`src/rtl/mbx_pkg.sv`:
```
package mbx_pkg;

   typedef enum logic {
      BUS_NARROW = 1'b0,
      BUS_WIDE   = 1'b1
   } bus_mode_e;

   // Internal strobes, active high; the top inverts them for the pins
   typedef struct packed {
      logic cs;
      logic oe;
      logic we_hi;
      logic we_lo;
   } strobe_t;

   // Byte-lane write mask {upper, lower}.
   // Wide mode: an odd address selects the lower lane only; otherwise the
   // strobe picks a word write or an upper-lane write.
   // Narrow mode: address bit 0 alone picks the lane.
   function automatic logic [1:0] lane_mask(input bus_mode_e mode,
                                            input logic      a_lsb,
                                            input logic      lstrb_n);
      logic [1:0] m;
      if (mode == BUS_WIDE) begin
         if (a_lsb)         m = 2'b01;
         else if (!lstrb_n) m = 2'b11;
         else               m = 2'b10;
      end else begin
         m = a_lsb ? 2'b01 : 2'b10;
      end
      return m;
   endfunction

endpackage

```
`src/rtl/mbx_addr_latch.sv`:
```
module mbx_addr_latch #(
   parameter int LANE_W = 8,
   parameter int ADDR_W = 2 * LANE_W
) (
   input  logic              clk,
   input  logic              rst,
   input  logic              e_clk,
   input  logic [LANE_W-1:0] hi_in,
   input  logic [LANE_W-1:0] lo_in,
   output logic [ADDR_W-1:0] addr_q,
   output logic              phase_seen
);

   localparam int CAT_W = 2 * LANE_W;

   if (CAT_W != ADDR_W) begin : g_bad_width
      $error("mbx_addr_latch: address width must equal two lanes");
   end

   logic [CAT_W-1:0] bus_word;
   assign bus_word = {hi_in, lo_in};

   // Address phase: follow the bus while E is low, hold while E is high
   always_ff @(posedge clk) begin
      if (rst) begin
         addr_q <= '0;
      end else if (!e_clk) begin
         addr_q <= bus_word;
      end
   end

   // Set once a full address phase has been sampled after reset
   always_ff @(posedge clk) begin
      if (rst) begin
         phase_seen <= 1'b0;
      end else if (!e_clk) begin
         phase_seen <= 1'b1;
      end
   end

endmodule

```
`src/rtl/mbx_strobe_gen.sv`:
```
module mbx_strobe_gen
   import mbx_pkg::*;
#(
   parameter bit SEL_UPPER = 1'b0
) (
   input  logic      e_clk,
   input  logic      rw_n,
   input  logic      lstrb_n,
   input  bus_mode_e mode,
   input  logic      phase_seen,
   input  logic      addr_sel,
   input  logic      addr_lsb,
   output strobe_t   strb
);

   logic       active;
   logic       sel_hit;
   logic [1:0] mask;

   assign active = e_clk & phase_seen;

   // Which half of the address space the SRAM answers in
   if (SEL_UPPER) begin : g_sel_upper
      assign sel_hit = addr_sel;
   end else begin : g_sel_lower
      assign sel_hit = ~addr_sel;
   end

   assign mask = lane_mask(mode, addr_lsb, lstrb_n);

   always_comb begin
      strb.cs    = active & sel_hit;
      strb.oe    = active & rw_n;
      strb.we_hi = active & ~rw_n & mask[1];
      strb.we_lo = active & ~rw_n & mask[0];
   end

endmodule

```
`src/rtl/mbx_data_steer.sv`:
```
module mbx_data_steer
   import mbx_pkg::*;
#(
   parameter int LANE_W = 8,
   parameter int LANES  = 2
) (
   input  bus_mode_e                mode,
   input  logic                     addr_lsb,
   input  logic                     rd_active,
   input  logic [LANE_W-1:0]        hi_in,
   input  logic [LANE_W-1:0]        lo_in,
   input  logic [LANES*LANE_W-1:0]  rdata,
   output logic [LANES*LANE_W-1:0]  wdata,
   output logic [LANE_W-1:0]        hi_out,
   output logic [LANE_W-1:0]        lo_out,
   output logic                     hi_drive,
   output logic                     lo_drive
);

   localparam int WORD_W = LANES * LANE_W;
   localparam int HI_LSB = (LANES - 1) * LANE_W;

   if (LANES != 2) begin : g_bad_lanes
      $error("mbx_data_steer: exactly two byte lanes are supported");
   end

   logic [WORD_W-1:0] wide_word;
   assign wide_word = {hi_in, lo_in};

   // Write path: per-lane choice between the wide word and the narrow byte
   for (genvar i = 0; i < LANES; i++) begin : g_wlane
      assign wdata[i*LANE_W +: LANE_W] =
         (mode == BUS_WIDE) ? wide_word[i*LANE_W +: LANE_W] : hi_in;
   end

   logic [LANE_W-1:0] rd_hi_lane;
   logic [LANE_W-1:0] rd_lo_lane;
   assign rd_hi_lane = rdata[HI_LSB +: LANE_W];
   assign rd_lo_lane = rdata[0 +: LANE_W];

   // Read path: narrow bus returns the lane addressed by bit 0
   always_comb begin
      if (mode == BUS_WIDE || !addr_lsb) begin
         hi_out = rd_hi_lane;
      end else begin
         hi_out = rd_lo_lane;
      end
      lo_out   = rd_lo_lane;
      hi_drive = rd_active;
      lo_drive = rd_active & (mode == BUS_WIDE);
   end

endmodule

```
`src/rtl/mbx_demux.sv`:
```
module mbx_demux
   import mbx_pkg::*;
#(
   parameter int LANE_W    = 8,
   parameter int ADDR_W    = 16,
   parameter int SEL_BIT   = ADDR_W - 1,
   parameter bit SEL_UPPER = 1'b0
) (
   input  logic                clk,
   input  logic                rst,
   input  logic                e_clk,
   input  logic                rw_n,
   input  logic                lstrb_n,
   input  logic                wide_mode,
   input  logic [LANE_W-1:0]   port_a_in,
   input  logic [LANE_W-1:0]   port_b_in,
   output logic [LANE_W-1:0]   port_a_out,
   output logic [LANE_W-1:0]   port_b_out,
   output logic                port_a_drive,
   output logic                port_b_drive,
   output logic [ADDR_W-1:0]   mem_addr,
   output logic                mem_cs_n,
   output logic                mem_oe_n,
   output logic                mem_we_hi_n,
   output logic                mem_we_lo_n,
   output logic [2*LANE_W-1:0] mem_wdata,
   input  logic [2*LANE_W-1:0] mem_rdata
);

   localparam int LANES = 2;

   if (ADDR_W != LANES * LANE_W) begin : g_chk_addr_w
      $error("mbx_demux: ADDR_W must be twice LANE_W");
   end
   if (SEL_BIT < 1 || SEL_BIT >= ADDR_W) begin : g_chk_sel
      $error("mbx_demux: SEL_BIT out of range");
   end
   if (LANE_W < 1) begin : g_chk_lane
      $error("mbx_demux: LANE_W must be positive");
   end

   bus_mode_e mode;
   assign mode = wide_mode ? BUS_WIDE : BUS_NARROW;

   logic [ADDR_W-1:0] addr_q;
   logic              phase_seen;
   strobe_t           strb;

   mbx_addr_latch #(
      .LANE_W (LANE_W),
      .ADDR_W (ADDR_W)
   ) u_latch (
      .clk        (clk),
      .rst        (rst),
      .e_clk      (e_clk),
      .hi_in      (port_a_in),
      .lo_in      (port_b_in),
      .addr_q     (addr_q),
      .phase_seen (phase_seen)
   );

   mbx_strobe_gen #(
      .SEL_UPPER (SEL_UPPER)
   ) u_strobe (
      .e_clk      (e_clk),
      .rw_n       (rw_n),
      .lstrb_n    (lstrb_n),
      .mode       (mode),
      .phase_seen (phase_seen),
      .addr_sel   (addr_q[SEL_BIT]),
      .addr_lsb   (addr_q[0]),
      .strb       (strb)
   );

   mbx_data_steer #(
      .LANE_W (LANE_W),
      .LANES  (LANES)
   ) u_steer (
      .mode      (mode),
      .addr_lsb  (addr_q[0]),
      .rd_active (strb.oe),
      .hi_in     (port_a_in),
      .lo_in     (port_b_in),
      .rdata     (mem_rdata),
      .wdata     (mem_wdata),
      .hi_out    (port_a_out),
      .lo_out    (port_b_out),
      .hi_drive  (port_a_drive),
      .lo_drive  (port_b_drive)
   );

   assign mem_addr    = addr_q;
   assign mem_cs_n    = ~strb.cs;
   assign mem_oe_n    = ~strb.oe;
   assign mem_we_hi_n = ~strb.we_hi;
   assign mem_we_lo_n = ~strb.we_lo;

endmodule

```
`config.mk`:
```
export PLATFORM = sky130hd
export DESIGN_NAME = mbx_demux
export DESIGN_NICKNAME = d
export VERILOG_FILES = /design/src/rtl/mbx_pkg.sv /design/src/rtl/mbx_addr_latch.sv /design/src/rtl/mbx_strobe_gen.sv /design/src/rtl/mbx_data_steer.sv /design/src/rtl/mbx_demux.sv
export SDC_FILE = /design/constraint.sdc
export NUM_CORES = 1
export LEC_CHECK = 0
export ABC_AREA = 1
export ABC_CLOCK_PERIOD_IN_PS = 800
export CAP_MARGIN = 20
export CORE_ASPECT_RATIO = 0.6
export CORE_MARGIN = 8
export CORE_UTILIZATION = 30
export DETAILED_ROUTE_END_ITERATION = 16
export GPL_TIMING_DRIVEN = 1
export PLACE_DENSITY_LB_ADDON = 0.08
export SLEW_MARGIN = 25
export SYNTH_ARGS = -nofsm -noshare
export SYNTH_HDL_FRONTEND = slang
export SYNTH_SLANG_ARGS = --single-unit
```
`constraint.sdc`:
```
create_clock -name clk -period 0.8 [get_ports clk]
set_input_delay 0.12 -clock clk [delete_from_list [all_inputs] [get_ports clk]]
set_output_delay 0.12 -clock clk [all_outputs]
set_load 0.02 [all_outputs]
```
# Word level (Yosys, flattened, before mapping)
# Cells that the tools add are included.
[totals] input_bits=38 out_inout_bits=54 regBits=17 wordCells=24
[op_classes] bitwise=13 n_reduce_logical=2 mux=7
[ops] op="8-bit two-way mux" n=2
[ops] op="1-bit bitwise AND" n=7
[ops] op="2-bit two-way mux" n=3
[ops] op="1-bit NOT" n=6
[ops] op="1-bit two-way mux" n=2
[ops] op="1-bit logical NOT" n=1
[ops] op="1-bit logical OR" n=1

# Logic depth before layout (Yosys ltp)
# Gate-level depths: netlist of run 1.
[logic_depth] ltp_word=5 ltp_mapped=5 ltp_nobuf=4

# Modules after synthesis
# From an unflattened synthesis of run 1, not the netlist that was laid out.
[hier_totals] hier_cells=193 hier_area_um2=1232.4
[by_module_without_submodules] mod="mbx_addr_latch" seq_area_each_um2=340.3 instances=1 area_per_inst_um2=768.2 cells_each=105
[by_module_without_submodules] mod="mbx_data_steer" seq_area_each_um2=0.0 instances=1 area_per_inst_um2=397.9 cells_each=72
[by_module_without_submodules] mod="mbx_strobe_gen" seq_area_each_um2=0.0 instances=1 area_per_inst_um2=51.3 cells_each=12
[by_module_without_submodules] mod="mbx_demux" seq_area_each_um2=0.0 instances=1 area_per_inst_um2=15.0 cells_each=4

# Worst setup path before layout of run 1
# Ideal clock, no wire load.
[synth_path] kind="reg2out" start="register u_latch.phase_seen" end="output mem_oe_n" t_required_ns=0.680 stages_incl_launch_ff=4 slack_ns=-0.214 arrival_ns=0.894 path_buffers=0 path_cell_list="dfxtp_1 -> nand2_2 -> nor2_1 -> inv_1"
[synth_via] elab_chain_len=3
[synth_lines] item="start, declared" line_no="mbx_addr_latch.sv:11" text="output logic phase_seen"
[synth_lines] item="start signal, assigned" line_no="mbx_addr_latch.sv:35" text="phase_seen <= 1'b0;"
[synth_lines] item="start signal, assigned" line_no="mbx_addr_latch.sv:37" text="phase_seen <= 1'b1;"
[synth_lines] item="1-bit bitwise AND" line_no="mbx_strobe_gen.sv:20" text="assign active = e_clk & phase_seen;"
[synth_lines] item="1-bit bitwise AND" line_no="mbx_strobe_gen.sv:33" text="strb.oe = active & rw_n;"
[synth_lines] item="net port_a_drive" line_no="mbx_demux.sv:19" text="output logic port_a_drive,"
[synth_lines] item="1-bit NOT" line_no="mbx_demux.sv:94" text="assign mem_oe_n = ~strb.oe;"
[synth_lines] item="end, declared" line_no="mbx_demux.sv:23" text="output logic mem_oe_n,"
# The timed path passes the listed nets, and every way through them passes these cells.

# Final worst setup path of run 1
[layout_path] start="register u_latch.addr_q[0]" end="output port_a_out[5]"
[layout_via] elab_chain_len=3
[layout_lines] item="start, declared" line_no="mbx_addr_latch.sv:10" text="output logic [ADDR_W-1:0] addr_q,"
[layout_lines] item="start signal, assigned" line_no="mbx_addr_latch.sv:28" text="addr_q <= bus_word;"
[layout_lines] item="1-bit logical NOT" line_no="mbx_data_steer.sv:43" text="if (mode == BUS_WIDE || !addr_lsb) begin"
[layout_lines] item="1-bit logical OR" line_no="mbx_data_steer.sv:43"
[layout_lines] item="8-bit two-way mux" line_no="mbx_data_steer.sv:43"
[layout_lines] item="end, declared" line_no="mbx_demux.sv:17" text="output logic [LANE_W-1:0] port_a_out,"
# Every way passes these cells.

==> impl_metrics.ini, run 1 <==
[critical_path]
path_class = reg2out
arrival_ns = 1.08
end_kind = output pin
critPathRequiredTime_ns = 0.68
cp_slowest_cell = dfxtp_2
path_delay_family = flip-flops
worst-path-max-fanout = 8
worst-path-buf-inv = 2
startpoint_type = flip-flop
slowest_delay_ns = 0.35
path_cells = buf_12 > nand2_8 > nand2_4 > nand2_2 > buf_6

[synth]
synth.distinct_cells = 16
synth-compound-area-share_pct = 0.418
synth_area_leaders = dfxtp_1, nand2_1, buf_4
yosysSeqAreaShare_pct = 28.4
yosysMostFrequentCell = nand2_1
ys_seq_elements = 17
synth-xor-area-share_pct = 0
synth_mux_area_share_pct = 0
synth_edf_count = 0
synth_simple_gate_area_share_pct = 45.7
synthesis.nets = 226
netlist_area_sq_mm = 0.00120
synth_top_area_share_pct = 28.4
async_reset_ff_share_pct = 0
synth_top_family_by_area = simple AND/OR/NAND/NOR gates
synthAdderAreaFrac_pct = 0
avgSynthCellArea_sq_um = 6.37
synth_flop_cell = dfxtp_1
yosys.area.top_type = dfxtp_1
synth_cells = 188
yosysWarnings = 0
synthTopCellsByCount = nand2_1, nor2_1, inv_1, buf_4, dfxtp_1

[clocking]
h-tree-depth = 1
cts-root-buf = clkbuf_8
cts_buffers = 3
ctsHoldBuffers = 0
cts_num_sinks = 17
max-clock-path-buffers = 2
tritoncts = done
worstSkewPairLatency_ns = 0.25
cts.clk_slew.worst_paths_ns = 0.06

[power]
swShare_pct = 33.9
clkPwrFrac_pct = 21.8
report.power.total_mw = 2.91
p_seq_share_pct = 33.0
vdd_ir_drop_max_uv = 771
cellLeakagePower_nw = 1.24
powerDensity_mw_per_mm2 = 1190
intPower_mw = 1.93
combinationalPowerShare_pct = 45.2
p_switching_uw = 989

[final_layout]
nets = 319
num_antenna_cells = 0
syn_to_final_growth_pct = 104
drive_above_1_share_pct = 60.7
finalNonFillerCells = 327
final_util_pct = 65.2
stdcell_area_sq_mm = 0.00244

[placed_design]
placed_area_sq_mm = 0.00220
gp_congestion = 0.775
dp_cells = 318
dpl.hpwl_microns = 3260
portBuffers = 91

[floorplan]
die_area_sq_mm = 0.00634
ioPinCount = 92
num_rows = 17
start_util_pct = 32.0
coreArea_sq_mm = 0.00374
die_w_microns = 97.6
die_y_microns = 64.9

[detailed_routing]
vias = 1351
drt-wirelength-per-cell_microns = 12.6
ant_nets = 0
drt-total-wl_microns = 4140
avgViaCountPerCell = 4.13
drtIter0Drc = 25
drc_errors = 0
dr.pass1.iters = 4

[sta]
whs_ns = 0.189
slew_headroom_pct = 83.5
fmax_mhz = 832
fin_crit_ns = 1.20
period_share_pct = 150
setup_violations = 31
rsz0062_at_grt = true
setup_ws_ns = -0.401
hold_violations = 0
maxSlewViolCount = 0
clock_skew_ns = 0
worstMarginPinSlew_ns = 0.248

[grt]
antenna_found_initial = 0
grt_overflow_total = 0
grt_pass1_wl_microns = 6490
gr-usage-all-layers_pct = 12.2
grt_max_degree = 34
first_global_vias = 1351

[worst_hold_path]
hold_path_class = in2reg

[job]
max-cap-violations = 0

[status]
outcome = finished, violations left
failed_checks = negative setup slack
==> cells in the final DEF (no fill, tap or decap), types with 3 or more instances in the layout <==
cell type,synthesis,routed
clkbuf_2,0,4
buf_6,6,47
buf_4,19,17
nand3_1,6,6
clkdlybuf4s15_2,0,3
nand2_4,1,14
dfxtp_2,0,17
clkdlybuf4s50_1,0,9
buf_12,0,3
nor2_1,24,22
clkbuf_8,0,3
nor2_2,10,10
inv_2,1,4
nand2_2,14,35
inv_1,20,16
dlygate4sd2_1,0,24
nand2_1,64,29
==> stage by stage <==
step           setup TNS, ns  setup WS, ns
3_3_place_gp          -42.66         -1.02
2_1_floorplan         -0.163       -0.0917
4_1_cts                -5.66        -0.417
3_5_place_dp          -42.66         -1.04
6_report               -5.34        -0.401
5_1_grt                -6.62        -0.450
==> cells by family (layout without fill, tap and decap cells) <==
family                 after synthesis  after routing
and+or+nand+nor                    122            122
AOI/OAI and AO/OA                    1              1
DFF                                 17             17
buffers and inverters               48            140
==> per-layer routing <==
metal  global-route usage (%)  wire length [microns]  vias up
li1                         -                      -      721
met1                     13.6                   1700      587
met2                     21.4                   2100       43
met3                     6.35                    343        0
met4                    0.938                      0        0
met5                        0                      0        -
==> what timing repair did <==
item / in CTS / in global routing
pin swaps: 22 / 18
gates resized for setup: 356 / 37
gates cloned: 0 / 1
buffers inserted: 4 / 0
endpoints found under the setup margin: 71 / 58
==> power by group through the flow <==
stage          Combinational, mW  Sequential [mW]  Clock (mW)
6_report                    1.32            0.961       0.635
4_1_cts                     1.29            0.961       0.655
3_5_place_dp                1.25            0.957           0
5_1_grt                     1.42            0.970       0.704
3_3_place_gp                1.24            0.955           0
2_1_floorplan              0.600             1.02           0
==> layout make-up <==
class,count,area (sq um)
inverters,22,100
clock buffers,4,45.0
repair buffers,113,1130
well taps,47,58.8
flip-flops and latches,17,362
fillers,361,1300
repair inverters,1,5.00
multi-input cells,123,738
==> registers in the layout (all words and copies together) (netlist names) <==
register,flops
u_latch.phase_seen,1
u_latch.addr_q,16
==> path summary, 6_finish.rpt <==
| check | startpoint | to | slack (ns) | cells past startpoint |
|---|---|---|---|---|
| setup / recovery | u_latch.addr_q[0]$_SDFFE_PP0N_ | port_a_out[5] | -0.40 | 5 |
| setup reg to reg | u_latch.addr_q[0]$_SDFFE_PP0N_ | u_latch.addr_q[0]$_SDFFE_PP0N_ | -0.08 | 6 |
| hold / removal | rst | u_latch.phase_seen$_SDFFE_PP0N_ | 0.19 | 2 |
| hold reg to reg | u_latch.addr_q[12]$_SDFFE_PP0N_ | u_latch.addr_q[12]$_SDFFE_PP0N_ | 0.52 | 4 |
(Power assumes the default switching activity.)
==> run 2: changes to the inputs <==
CTS_CLUSTER_DIAMETER = 80   (was not set)
SKIP_CTS_REPAIR_TIMING = 1   (was not set)
==> run 2 against run 1 <==
- the flow still finishes with violations (negative setup slack)
- via count about the same
- wire length is 3.0% higher
- global-route usage fell by 0.58 points
- power is 1.3% higher
- count of clock-buffer cells in the layout is the same
- clock skew unchanged
- hold slack lost 0.054 ns
- critical path type unchanged
- critical endpoint is now port_a_out[2]
- largest power group unchanged
- highest routed layer unchanged
==> impl_metrics.ini, run 2 (synthesis gave the netlist of run 1 again) <==
[status]
outcome = finished, violations left
failed_checks = negative setup slack

[power]
cellLeakagePower_nw = 1.53
report.power.total_mw = 2.95
powerDensity_mw_per_mm2 = 1140
vdd_ir_drop_max_uv = 782

[sta]
setup_violations = 35
fin_setup_tns_ns = -5.78
fin_crit_ns = 1.21
setup_ws_ns = -0.409
fmax_mhz = 827
slew_headroom_pct = 73.1
hold_violations = 0
maxSlewViolCount = 0
rsz0062_at_grt = true
clock_skew_ns = 0
worstMarginPinSlew_ns = 0.403
period_share_pct = 151

[final_layout]
nets = 321
reg.largest.list = u_latch.addr_q x16, u_latch.phase_seen x1
finalNonFillerCells = 329
multi_input_area_sq_um = 746
final_cell_mix = nand2_2, buf_6, dlymetal6s2s_1, buf_4, nand2_1
drive_above_1_share_pct = 58.9
num_antenna_cells = 0
stdcell_area_sq_mm = 0.00258
syn_to_final_growth_pct = 116
num-fill-cells = 311
largest_register_ff_count = 16
regMostFlops = u_latch.addr_q
final-seq-area_sq_um = 362

[critical_path]
slowest_delay_ns = 0.35
ff2ff_setup_slack_ns = -0.08
arrival_ns = 1.09
r2r_cells = 6
end_kind = output pin
path_delay_family = flip-flops
r2r_end = u_latch.addr_q[0]$_SDFFE_PP0N_
worst-path-buf-inv = 2
path_class = reg2out
critPathRequiredTime_ns = 0.68
worst-path-max-fanout = 8
cp_slowest_cell = dfxtp_2
cp-startpoint = u_latch.addr_q[0]$_SDFFE_PP0N_
startpoint_type = flip-flop
path_cells = buf_12 > nand2_8 > nand2_2 > nand2_4 > buf_4
r2r-start = u_latch.addr_q[0]$_SDFFE_PP0N_

[floorplan]
num_rows = 17
die_area_sq_mm = 0.00634
die_w_microns = 97.6
die_y_microns = 64.9
start_util_pct = 32.0
ioPinCount = 92
coreArea_sq_mm = 0.00374

[detailed_routing]
vias = 1350
avgViaCountPerCell = 4.10
dr.pass1.iters = 4
drtIter0Drc = 29
drc_errors = 0
ant_nets = 0
drt-wirelength-per-cell_microns = 13.0
drt-total-wl_microns = 4260

[clocking]
max-clock-path-buffers = 2
cts_buffers = 3
h-tree-depth = 1
cts-root-buf = clkbuf_8
cts_num_sinks = 17
cts.clk_slew.worst_paths_ns = 0.06
worstSkewPairLatency_ns = 0.25
tritoncts = done

[grt]
gr-usage-all-layers_pct = 11.7
first_global_vias = 1283
grt_pass1_wl_microns = 6200
grt_overflow_total = 0
grt_max_degree = 34
antenna_found_initial = 0

[placed_design]
dp_cells = 318
dpl.hpwl_microns = 3260
post-place-ws_ns = -1.04
placed_area_sq_mm = 0.00220
portBuffers = 91
gp_congestion = 0.775

[job]
max-cap-violations = 0

[worst_hold_path]
hold_path_class = in2reg
whs_path_depth = 3
hold_end = u_latch.addr_q[3]$_SDFFE_PP0N_
hp-start = port_b_in[3]
run 2: cell types whose count changed in the layout (fill, tap and decap cells not counted), moves of 4 or more:
cell	before	now
dlygate4sd2_1	24	0
dlymetal6s2s_1	1	35
buf_4	17	27
buf_6	47	38
clkbuf_2	4	0
run 2: area by class of cell:
cell class              count  area share (%)
repair buffers            114            48.8
inverters                  22            3.88
flip-flops and latches     17            14.0
multi-input cells         123            28.9
clock buffers               4            1.75
well taps                  47            2.28
repair inverters            2           0.436
run 2: tightest hold or removal path: stages:
cell,delay (ns)
dlymetal6s2s_1,0.10
nor2_1,0.05
nor2_2,0.08
run 2: how the worst max path moves through the flow:
stage	end	slack, ns	cells past startpoint
after floorplan	mem_oe_n	-0.09	3
after global placement	port_a_out[6]	-1.02	6
after detailed placement	port_a_out[2]	-1.04	6
after CTS	port_a_out[2]	-1.04	6
after global routing	port_a_out[2]	-0.46	5
final	port_a_out[2]	-0.41	5
run 2: stage by stage:
step / hold slack, ns / util [%]
6_report: 0.135 / 69.0
5_1_grt: 0.158 / 69.0
4_1_cts: 0.452 / 60.0
3_5_place_dp: 0.509 / 58.8
3_3_place_gp: 0.507 / 58.8
2_1_floorplan: 0.189 / -
run 2: routing by layer:
layer / vias up / wire (microns) / track usage [%] / part of all wire (%)
met5: - / 0 / 0 / 0
met2: 42 / 2140 / 19.5 / 50
met1: 588 / 1760 / 13.5 / 41
met3: 0 / 359 / 6.14 / 8.4
li1: 720 / - / - / -
met4: 0 / 0 / 0.938 / 0
run 2: report_power, final:
group          internal (mW)  leakage, nW  switching [mW]
clock                  0.353       0.0228           0.281
combinational          0.687         1.36           0.670
sequential             0.920        0.146          0.0426
total                   1.96         1.53           0.994
